[config.mk]
export PLATFORM = sky130hd
export DESIGN_NAME = callret_seq
export DESIGN_NICKNAME = d
export VERILOG_FILES = /design/src/rtl/seq_pkg.sv /design/src/rtl/seq_ctrl.sv /design/src/rtl/seq_dpath.sv /design/src/rtl/callret_seq.sv
export SDC_FILE = /design/constraint.sdc
export NUM_CORES = 1
export LEC_CHECK = 0
export ABC_AREA = 1
export BUFFER_PORTS_ARGS = -buffer_cell sky130_fd_sc_hd__buf_2
export CORE_ASPECT_RATIO = 0.8
export CORE_MARGIN = 1.5
export CORE_UTILIZATION = 30
export DETAILED_ROUTE_END_ITERATION = 12
export SLEW_MARGIN = 10
export SYNTH_ARGS = -nofsm -noshare
export SYNTH_HDL_FRONTEND = slang
export SYNTH_SLANG_ARGS = --single-unit
export TNS_END_PERCENT = 1
[constraint.sdc]
create_clock -name clk -period 3.35 [get_ports clk]
set_clock_uncertainty 0.2 [all_clocks]
set_input_delay 1.005 -clock clk [delete_from_list [all_inputs] [get_ports clk]]
set_output_delay 1.005 -clock clk [all_outputs]
set_load 0.1 [all_outputs]
[src/rtl/seq_pkg.sv]
package seq_pkg;
  localparam int ADDR_W = 16;
  localparam int BYTE_W = 8;

  typedef enum logic [2:0] {
    OP_JMP    = 3'd0,
    OP_CALL   = 3'd1,
    OP_RET    = 3'd2,
    OP_PUSH   = 3'd3,
    OP_POP    = 3'd4,
    OP_PCPAIR = 3'd5
  } op_e;

  typedef enum logic [2:0] {
    PC_KEEP, PC_TGT, PC_LTGT, PC_NEXT, PC_PAIR, PC_STACK
  } pc_src_e;

  typedef enum logic [1:0] {
    A_SPM1, A_SPM2, A_SP, A_SPP1
  } addr_sel_e;

  typedef struct packed {
    pc_src_e   pcSrc;
    addr_sel_e addrSel;
    logic      latch;
    logic      latchNext;
    logic      wrHi;
    logic      we;
    logic      capLo;
    logic      spDec2;
    logic      spInc2;
  } strobe_t;
endpackage

[src/rtl/seq_ctrl.sv]
module seq_ctrl
  import seq_pkg::*;
(
  input  logic       clk,
  input  logic       rstN,
  input  logic       cmdValid,
  input  logic [2:0] cmdOp,
  input  logic [2:0] cmdCond,
  input  logic       cmdUseCond,
  input  logic [3:0] flags,
  output strobe_t    strb,
  output logic       done,
  output logic       busy
);
  typedef enum logic [2:0] {S_IDLE, S_WHI, S_WLO, S_RLO, S_RHI, S_FIN} state_e;

  state_e state, stateNxt;
  op_e    opQ;
  logic   condHit, taken, accept;

  assign condHit = (flags[cmdCond[2:1]] == cmdCond[0]);
  assign taken   = !cmdUseCond || condHit;
  assign accept  = (state == S_IDLE) && cmdValid;

  always_comb begin
    strb     = '0;
    strb.pcSrc   = PC_KEEP;
    strb.addrSel = A_SP;
    stateNxt = state;
    unique case (state)
      S_IDLE: if (cmdValid) begin
        stateNxt = S_FIN;
        unique case (cmdOp)
          OP_JMP:    strb.pcSrc = taken ? PC_TGT : PC_NEXT;
          OP_PCPAIR: strb.pcSrc = PC_PAIR;
          OP_CALL:   if (taken) begin
                       strb.latch = 1'b1; strb.latchNext = 1'b1; stateNxt = S_WHI;
                     end else strb.pcSrc = PC_NEXT;
          OP_PUSH:   begin strb.latch = 1'b1; stateNxt = S_WHI; end
          OP_RET:    if (taken) stateNxt = S_RLO;
                     else strb.pcSrc = PC_NEXT;
          OP_POP:    stateNxt = S_RLO;
          default:   ;
        endcase
      end
      S_WHI: begin
        strb.addrSel = A_SPM1; strb.we = 1'b1; strb.wrHi = 1'b1; stateNxt = S_WLO;
      end
      S_WLO: begin
        strb.addrSel = A_SPM2; strb.we = 1'b1; strb.spDec2 = 1'b1;
        strb.pcSrc   = (opQ == OP_CALL) ? PC_LTGT : PC_KEEP;
        stateNxt     = S_FIN;
      end
      S_RLO: begin
        strb.addrSel = A_SP; strb.capLo = 1'b1; stateNxt = S_RHI;
      end
      S_RHI: begin
        strb.addrSel = A_SPP1; strb.spInc2 = 1'b1;
        strb.pcSrc   = (opQ == OP_RET) ? PC_STACK : PC_KEEP;
        stateNxt     = S_FIN;
      end
      S_FIN:   stateNxt = S_IDLE;
      default: stateNxt = S_IDLE;
    endcase
  end

  always_ff @(posedge clk) begin
    if (!rstN) begin
      state <= S_IDLE;
      opQ   <= OP_JMP;
    end else begin
      state <= stateNxt;
      if (accept) opQ <= op_e'(cmdOp);
    end
  end

  assign done = (state == S_FIN);
  assign busy = (state != S_IDLE);

  // completion pulse never lasts two cycles
  a_r11_done_pulse: assert property (@(posedge clk) disable iff (!rstN) done |=> !done);
  // busy covers the done cycle
  a_r11_busy_done: assert property (@(posedge clk) disable iff (!rstN) done |-> busy);
  // high-byte write is always followed by the low-byte write
  a_r4_write_pair: assert property (@(posedge clk) disable iff (!rstN)
    (strb.we && strb.wrHi) |=> (strb.we && !strb.wrHi));
  // an idle-cycle decision never writes memory in the following cycle unless a stack write was chosen
  a_r9_short_no_write: assert property (@(posedge clk) disable iff (!rstN)
    (accept && !strb.latch) |=> !strb.we);
endmodule

[src/rtl/seq_dpath.sv]
module seq_dpath
  import seq_pkg::*;
#(
  parameter logic [ADDR_W-1:0] SP_INIT = '0
) (
  input  logic              clk,
  input  logic              rstN,
  input  strobe_t           strb,
  input  logic [ADDR_W-1:0] cmdTarget,
  input  logic [ADDR_W-1:0] cmdPair,
  input  logic [ADDR_W-1:0] cmdNext,
  input  logic [BYTE_W-1:0] memRdata,
  output logic [ADDR_W-1:0] memAddr,
  output logic [BYTE_W-1:0] memWdata,
  output logic              memWe,
  output logic [ADDR_W-1:0] popPair,
  output logic [ADDR_W-1:0] pc,
  output logic [ADDR_W-1:0] sp
);
  localparam logic [ADDR_W-1:0] ONE = ADDR_W'(1);
  localparam logic [ADDR_W-1:0] TWO = ADDR_W'(2);

  logic [ADDR_W-1:0] pcQ, spQ, tgtQ, datQ, pcNxt;
  logic [BYTE_W-1:0] loQ, hiQ;

  always_comb begin
    unique case (strb.addrSel)
      A_SPM1:  memAddr = spQ - ONE;
      A_SPM2:  memAddr = spQ - TWO;
      A_SP:    memAddr = spQ;
      default: memAddr = spQ + ONE;
    endcase
  end

  assign memWdata = strb.wrHi ? datQ[ADDR_W-1:BYTE_W] : datQ[BYTE_W-1:0];
  assign memWe    = strb.we;

  always_comb begin
    unique case (strb.pcSrc)
      PC_TGT:   pcNxt = cmdTarget;
      PC_LTGT:  pcNxt = tgtQ;
      PC_NEXT:  pcNxt = cmdNext;
      PC_PAIR:  pcNxt = cmdPair;
      PC_STACK: pcNxt = {memRdata, loQ};
      default:  pcNxt = pcQ;
    endcase
  end

  always_ff @(posedge clk) begin
    if (!rstN) begin
      pcQ  <= '0;
      spQ  <= SP_INIT;
      tgtQ <= '0;
      datQ <= '0;
      loQ  <= '0;
      hiQ  <= '0;
    end else begin
      pcQ <= pcNxt;
      if (strb.latch) begin
        tgtQ <= cmdTarget;
        datQ <= strb.latchNext ? cmdNext : cmdPair;
      end
      if (strb.capLo) loQ <= memRdata;
      if (strb.spInc2) begin
        hiQ <= memRdata;
        spQ <= spQ + TWO;
      end else if (strb.spDec2) begin
        spQ <= spQ - TWO;
      end
    end
  end

  assign pc      = pcQ;
  assign sp      = spQ;
  assign popPair = {hiQ, loQ};

  // a push-type completion lowers sp by two, wrapping
  a_r10_sp_dec: assert property (@(posedge clk) disable iff (!rstN)
    strb.spDec2 |=> (spQ == $past(spQ) - TWO));
  // a pop-type completion raises sp by two, wrapping
  a_r10_sp_inc: assert property (@(posedge clk) disable iff (!rstN)
    strb.spInc2 |=> (spQ == $past(spQ) + TWO));
  // pc holds when no source is selected
  a_r6_pc_hold: assert property (@(posedge clk) disable iff (!rstN)
    (strb.pcSrc == PC_KEEP) |=> $stable(pcQ));
  // a return loads pc from the two bytes it read
  a_r5_ret_pc: assert property (@(posedge clk) disable iff (!rstN)
    (strb.pcSrc == PC_STACK) |=> (pcQ == popPair));
endmodule

[src/rtl/callret_seq.sv]
module callret_seq
  import seq_pkg::*;
#(
  parameter logic [15:0] SP_INIT = 16'h0000
) (
  input  logic        clk,
  input  logic        rstN,
  input  logic        cmdValid,
  input  logic [2:0]  cmdOp,
  input  logic [2:0]  cmdCond,
  input  logic        cmdUseCond,
  input  logic [3:0]  flags,
  input  logic [15:0] cmdTarget,
  input  logic [15:0] cmdPair,
  input  logic [15:0] cmdNext,
  output logic [15:0] memAddr,
  output logic [7:0]  memWdata,
  input  logic [7:0]  memRdata,
  output logic        memWe,
  output logic        done,
  output logic [15:0] popPair,
  output logic [15:0] pc,
  output logic [15:0] sp,
  output logic        busy
);
  strobe_t strb;

  seq_ctrl u_ctrl (
    .clk(clk), .rstN(rstN), .cmdValid(cmdValid), .cmdOp(cmdOp),
    .cmdCond(cmdCond), .cmdUseCond(cmdUseCond), .flags(flags),
    .strb(strb), .done(done), .busy(busy)
  );

  seq_dpath #(.SP_INIT(SP_INIT)) u_dpath (
    .clk(clk), .rstN(rstN), .strb(strb), .cmdTarget(cmdTarget),
    .cmdPair(cmdPair), .cmdNext(cmdNext), .memRdata(memRdata),
    .memAddr(memAddr), .memWdata(memWdata), .memWe(memWe),
    .popPair(popPair), .pc(pc), .sp(sp)
  );
endmodule

## Yosys cells after proc, flatten, opt, wreduce, memory -nomap -nowiden

Index checks and enable logic that the tools add are counted.

- Logic and storage cells: 77
- Register bits after elaboration: 86

- Mux-type cells: 31
- Add/sub/neg operators: 4
- Reductions and logical operators: 12
- Equality and inequality tests: 21
- $lt $le $gt $ge: 1

Operator list:

| kind | count |
|---|---|
| 16-bit case mux with 5 select lines | 1 |
| 16-bit two-way mux | 3 |
| 16-bit case mux with 3 select lines | 1 |
| 3-bit case mux with 4 select lines | 2 |
| 3-bit by 2-bit equality test with 1-bit output, second input constant | 7 |
| 3-bit equality test, second input constant | 6 |
| 3-bit case mux with 3 select lines | 2 |
| 16-bit by 1-bit adder with 16-bit output, second input constant | 1 |
| 16-bit by 2-bit adder with 16-bit output, second input constant | 1 |
| 16-bit by 1-bit subtractor with 16-bit output, second input constant | 1 |
| 16-bit by 2-bit subtractor with 16-bit output, second input constant | 1 |
| 3-bit two-way mux | 5 |
| 3-bit by 1-bit equality test with 1-bit output, second input constant | 4 |
| 2-bit two-way mux | 6 |
| 8-bit two-way mux | 1 |
| 1-bit two-way mux | 7 |
| 3-bit zero test | 2 |
| 2-bit case mux with 3 select lines | 1 |
| 2-bit OR reduction | 3 |
| 5-bit nonzero test | 1 |
| 2-bit by 3-bit less-than comparator with 1-bit output, second input constant | 1 |
| 3-bit nonzero test | 1 |
| 1-bit binary-select mux with 2-bit select | 1 |
| 2-bit by 1-bit equality test with 1-bit output, second input constant | 1 |
| other kinds (9) | 9 |

## Logic depth before layout (Yosys ltp)

- Depth in word-level cells: 10
- Gate-level depth with buffers: 14
- Gate-level depth less buffers: 13

## Hierarchy

From an unflattened synthesis, not the netlist that was laid out.

- Cell total of the unflattened synthesis: 726
- Area, all modules: 4946.0 sq um

Modules (own cells, without submodules):

| module | area an instance (sq um) | instances | cells each |
|---|---|---|---|
| seq_dpath | 4455.5 | 1 | 645 |
| seq_ctrl | 490.5 | 1 | 81 |

## Worst setup path before layout

No wires, ideal clock.

- Path kind: flip-flop to output port
- Start: register u_dpath.spQ[1], in the netlist u_dpath.sp[1]
- End: output port memAddr[9]
- Cell stages (with the launch flop): 9
- Data arrival time: 4.090 ns
- Required time: 2.145 ns
- Path buffers: 1
- Slack: -1.945 ns
- Path through: dfxtp_1 buf_2 inv_1 ha_1 nand3_1 nor3_1 nand3_1 xor2_1 o21ai_0

- Longest elaborated chain between the ends: 2
- Elaborated cells on any way between the ends: 4
- Those cells by class: add/sub: 3; mux: 1

Ends and longest elaborated chain:

| element | line | RTL |
|---|---|---|
| from (decl) | seq_dpath.sv:23 | `logic [ADDR_W-1:0] pcQ, spQ, tgtQ, datQ, pcNxt;` |
| from (signal assigned) | seq_dpath.sv:66 | `spQ <= spQ + TWO;` |
| from (signal assigned) | seq_dpath.sv:68 | `spQ <= spQ - TWO;` |
| 16-bit by 1-bit adder with 16-bit output (tied with other cells) | seq_dpath.sv:31 | `default: memAddr = spQ + ONE;` |
| 16-bit case mux with 3 select lines * | seq_dpath.sv:27 | `unique case (strb.addrSel)` |
| to (decl) | callret_seq.sv:16 | `output logic [15:0] memAddr,` |

Mark *: on every way between the ends. The rest lies on a longest branch, timed or not.

## Final worst setup path

- Start: register u_dpath.spQ[2], in the netlist u_dpath.sp[2]
- End: output port memAddr[13]

Same word-level chain as after synthesis.

==> run metrics <==
r2r startpoint u_ctrl.state[1]; HP Class reg2reg; Iteration-0 DRC Markers 560; FF-to-FF path depth 5; top-area cell type share of the netlist area 32.6%; Final Hold Fails 0; synth warn 0; dpl cell area 0.00656 mm²; fill count 1785; initial antenna violation count 3; outcome finished clean; Mapped Cells 822; startpoint types flop; ys async rst share 0%; dominant cell type by area after synthesis dfxtp_1; flops & latches, synth 85; most frequent cells in the layout 179 x nand2_1, 119 x nor2_1, 118 x buf_2; Worst-Skew Late Latency 350 ps; syn nets 894; gr usage total 19.3%; gr ovfl total 0; clk buf depth 2; max_slew headroom 42.6%; R2R Setup Slk 730 ps; row count 42; max-cap viol count 0; Final nets 1023; number of flops mapped to enable cells by yosys 0; largest net degree at the start of global routing 50; first-pass GRT wire length 26.7 mm; critical path arrival 2090 ps; level count of the clock H-tree 3; Period Utilization, post-route 98.4%; Area Growth Syn to Fin 33.5%; DP Worst Slack 135 ps; total wire length 17.7 mm; cell area after layout 0.00696 mm²; core area 0.0168 mm²; Die ar. 0.0182 mm²; Worst setup EP type output pin; Initial Util 31.1%; via count 5594; routed length per instance 15.0 µm; DRT Pass-1 Iters 5; Max Freq 303 MHz; Hold Buf Count CTS 0; hold_ws 277 ps; Die X 150 µm; Final Setup Violations 0; routed vias/inst 4.75; crit path to memAddr[13]; Top FF cell, synth dfxtp_1; clock slew at reported path FFs 60 ps; clk root buf clkbuf_16; worst endpoint required time 2140 ps; most common cell after layout, fill and taps aside nand2_1; # IOs 145; RSZ-0062 raised after global routing yes; post-detail-place hpwl 13.3 mm; input/output buffers 143; DRC 0; Worst-Margin Slew 859 ps; clk sinks 85; Unique masters post-synth 43; Pins Over Slew Limit 0; Crit Path Category reg2out; syn_area_per_cell 6.34 µm²; Seq/Total Area, Yosys 32.6%; fin worst setup slack 54.0 ps; reg-to-reg endpoint u_dpath.sp[5]; cell area after synthesis 0.00521 mm²; CTS Buf Count 9; area occupied by multi-input gates 0.00300 mm²; Reg area 0.00171 mm²; number of global-route vias before repair 4671; gp weighted congestion 0.862; Final Core Density 41.5%; Antenna Nets Post-Route 0; die span in y 121 µm; fin crit period 3300 ps; share of cells above drive strength 1 25.4%; largest cells by area after synthesis dfxtp_1 33%, nand2_1 13%, nor2_1 8.6%, o21ai_0 8.2%, inv_1 7.1%; crit path launch u_dpath.sp[2]; top fanout value on the critical path 6; TritonCTS clock tree yes
through the flow:
step | cells | setup TNS (ps)
final | 1178 | 0
after global routing | 1178 | -28.7
after CTS | 1175 | 0
after detailed placement | 1159 | 0
after global placement | 1159 | 0
after floorplan | 822 | -13460
critical path, cell delays in order, from the launching register on:
cell,delay (ps)
dfxtp_4,370
inv_4,70
ha_4,150
nand3_4,90
nor4_4,300
buf_4,190
nand2_4,50
xor2_2,140
nand2_1,80
o21ai_2,100
buf_12,200
timing repair:
| action | 4_1_cts | 5_1_grt |
|---|---|---|
| pin swaps | 1 | 2 |
| endpoints found under the setup margin | 7 | 6 |
| gates resized for setup | 7 | 16 |
| setup buffers | 0 | 1 |
kinds of logic after synthesis:
| kind of cell | synth area share (%) |
|---|---|
| DFF | 32.6 |
| xor gates and xnor gates | 3.36 |
| other | 0.0719 |
| buffers and inverters | 12.2 |
| AOI/OAI and AO/OA | 17.8 |
| and+or+nand+nor | 33.5 |
| adders and majority gates | 0.480 |
cell usage after synthesis, types with 2 or more instances:
library cell / instances
o211ai_1: 6
nor3_1: 12
xnor2_1: 2
nor4_1: 2
buf_4: 3
dfxtp_1: 85
inv_2: 13
nor2_4: 2
nor2_1: 120
nor2_8: 2
nand2_4: 4
ha_1: 2
a311oi_1: 2
a211oi_1: 5
a21oi_1: 56
xor2_1: 18
o21ai_1: 2
a221oi_1: 2
nor3_2: 2
buf_2: 13
o21ai_0: 85
inv_1: 98
nand4_4: 2
nand4_1: 2
nand3_1: 55
clkbuf_1: 24
nand2_1: 180
nand3_2: 2
o211ai_2: 6
buf_6: 2
sequential cells by signal, summed over array words and instances (netlist names):
register      count
u_dpath.tgtQ     16
u_ctrl.opQ        3
u_dpath.pc       16
u_dpath.sp       15
u_dpath.loQ       8
u_ctrl.state      3
u_dpath.datQ     16
u_dpath.hiQ       8
routing by layer:
| metal | up-vias | global-route usage (%) | routed length (µm) |
|---|---|---|---|
| met1 | 2480 | 29.8 | 8820 |
| li1 | 2880 | - | - |
| met2 | 211 | 25.8 | 7050 |
| met4 | 2 | 6.07 | 330 |
| met3 | 21 | 4.47 | 1460 |
| met5 | - | 0 | 7 |
how the worst min path moves through the flow:
stage               cells after the start               end             start
floorplan                               2  u_dpath.tgtQ[10]  u_dpath.tgtQ[10]
finish                                  2  u_dpath.tgtQ[10]  u_dpath.tgtQ[10]
global placement                        2    u_dpath.hiQ[0]    u_dpath.hiQ[0]
global route                            2  u_dpath.tgtQ[10]  u_dpath.tgtQ[10]
CTS                                     2  u_dpath.tgtQ[10]  u_dpath.tgtQ[10]
detailed placement                      2  u_dpath.tgtQ[10]  u_dpath.tgtQ[10]
area by class of cell:
type,instances,share of cell area (%)
antenna,2,0.0719
clock buffer,12,3.83
clock inverter,4,0.449
inverter,113,6.16
multi-input combinational,580,43.1
sequential,85,24.5
tap,220,3.95
timing repair buffer,162,17.9
Power is left out: the tool's default activity adds up to more than one toggle a clock period on the data nets, which glitch-free logic cannot reach.
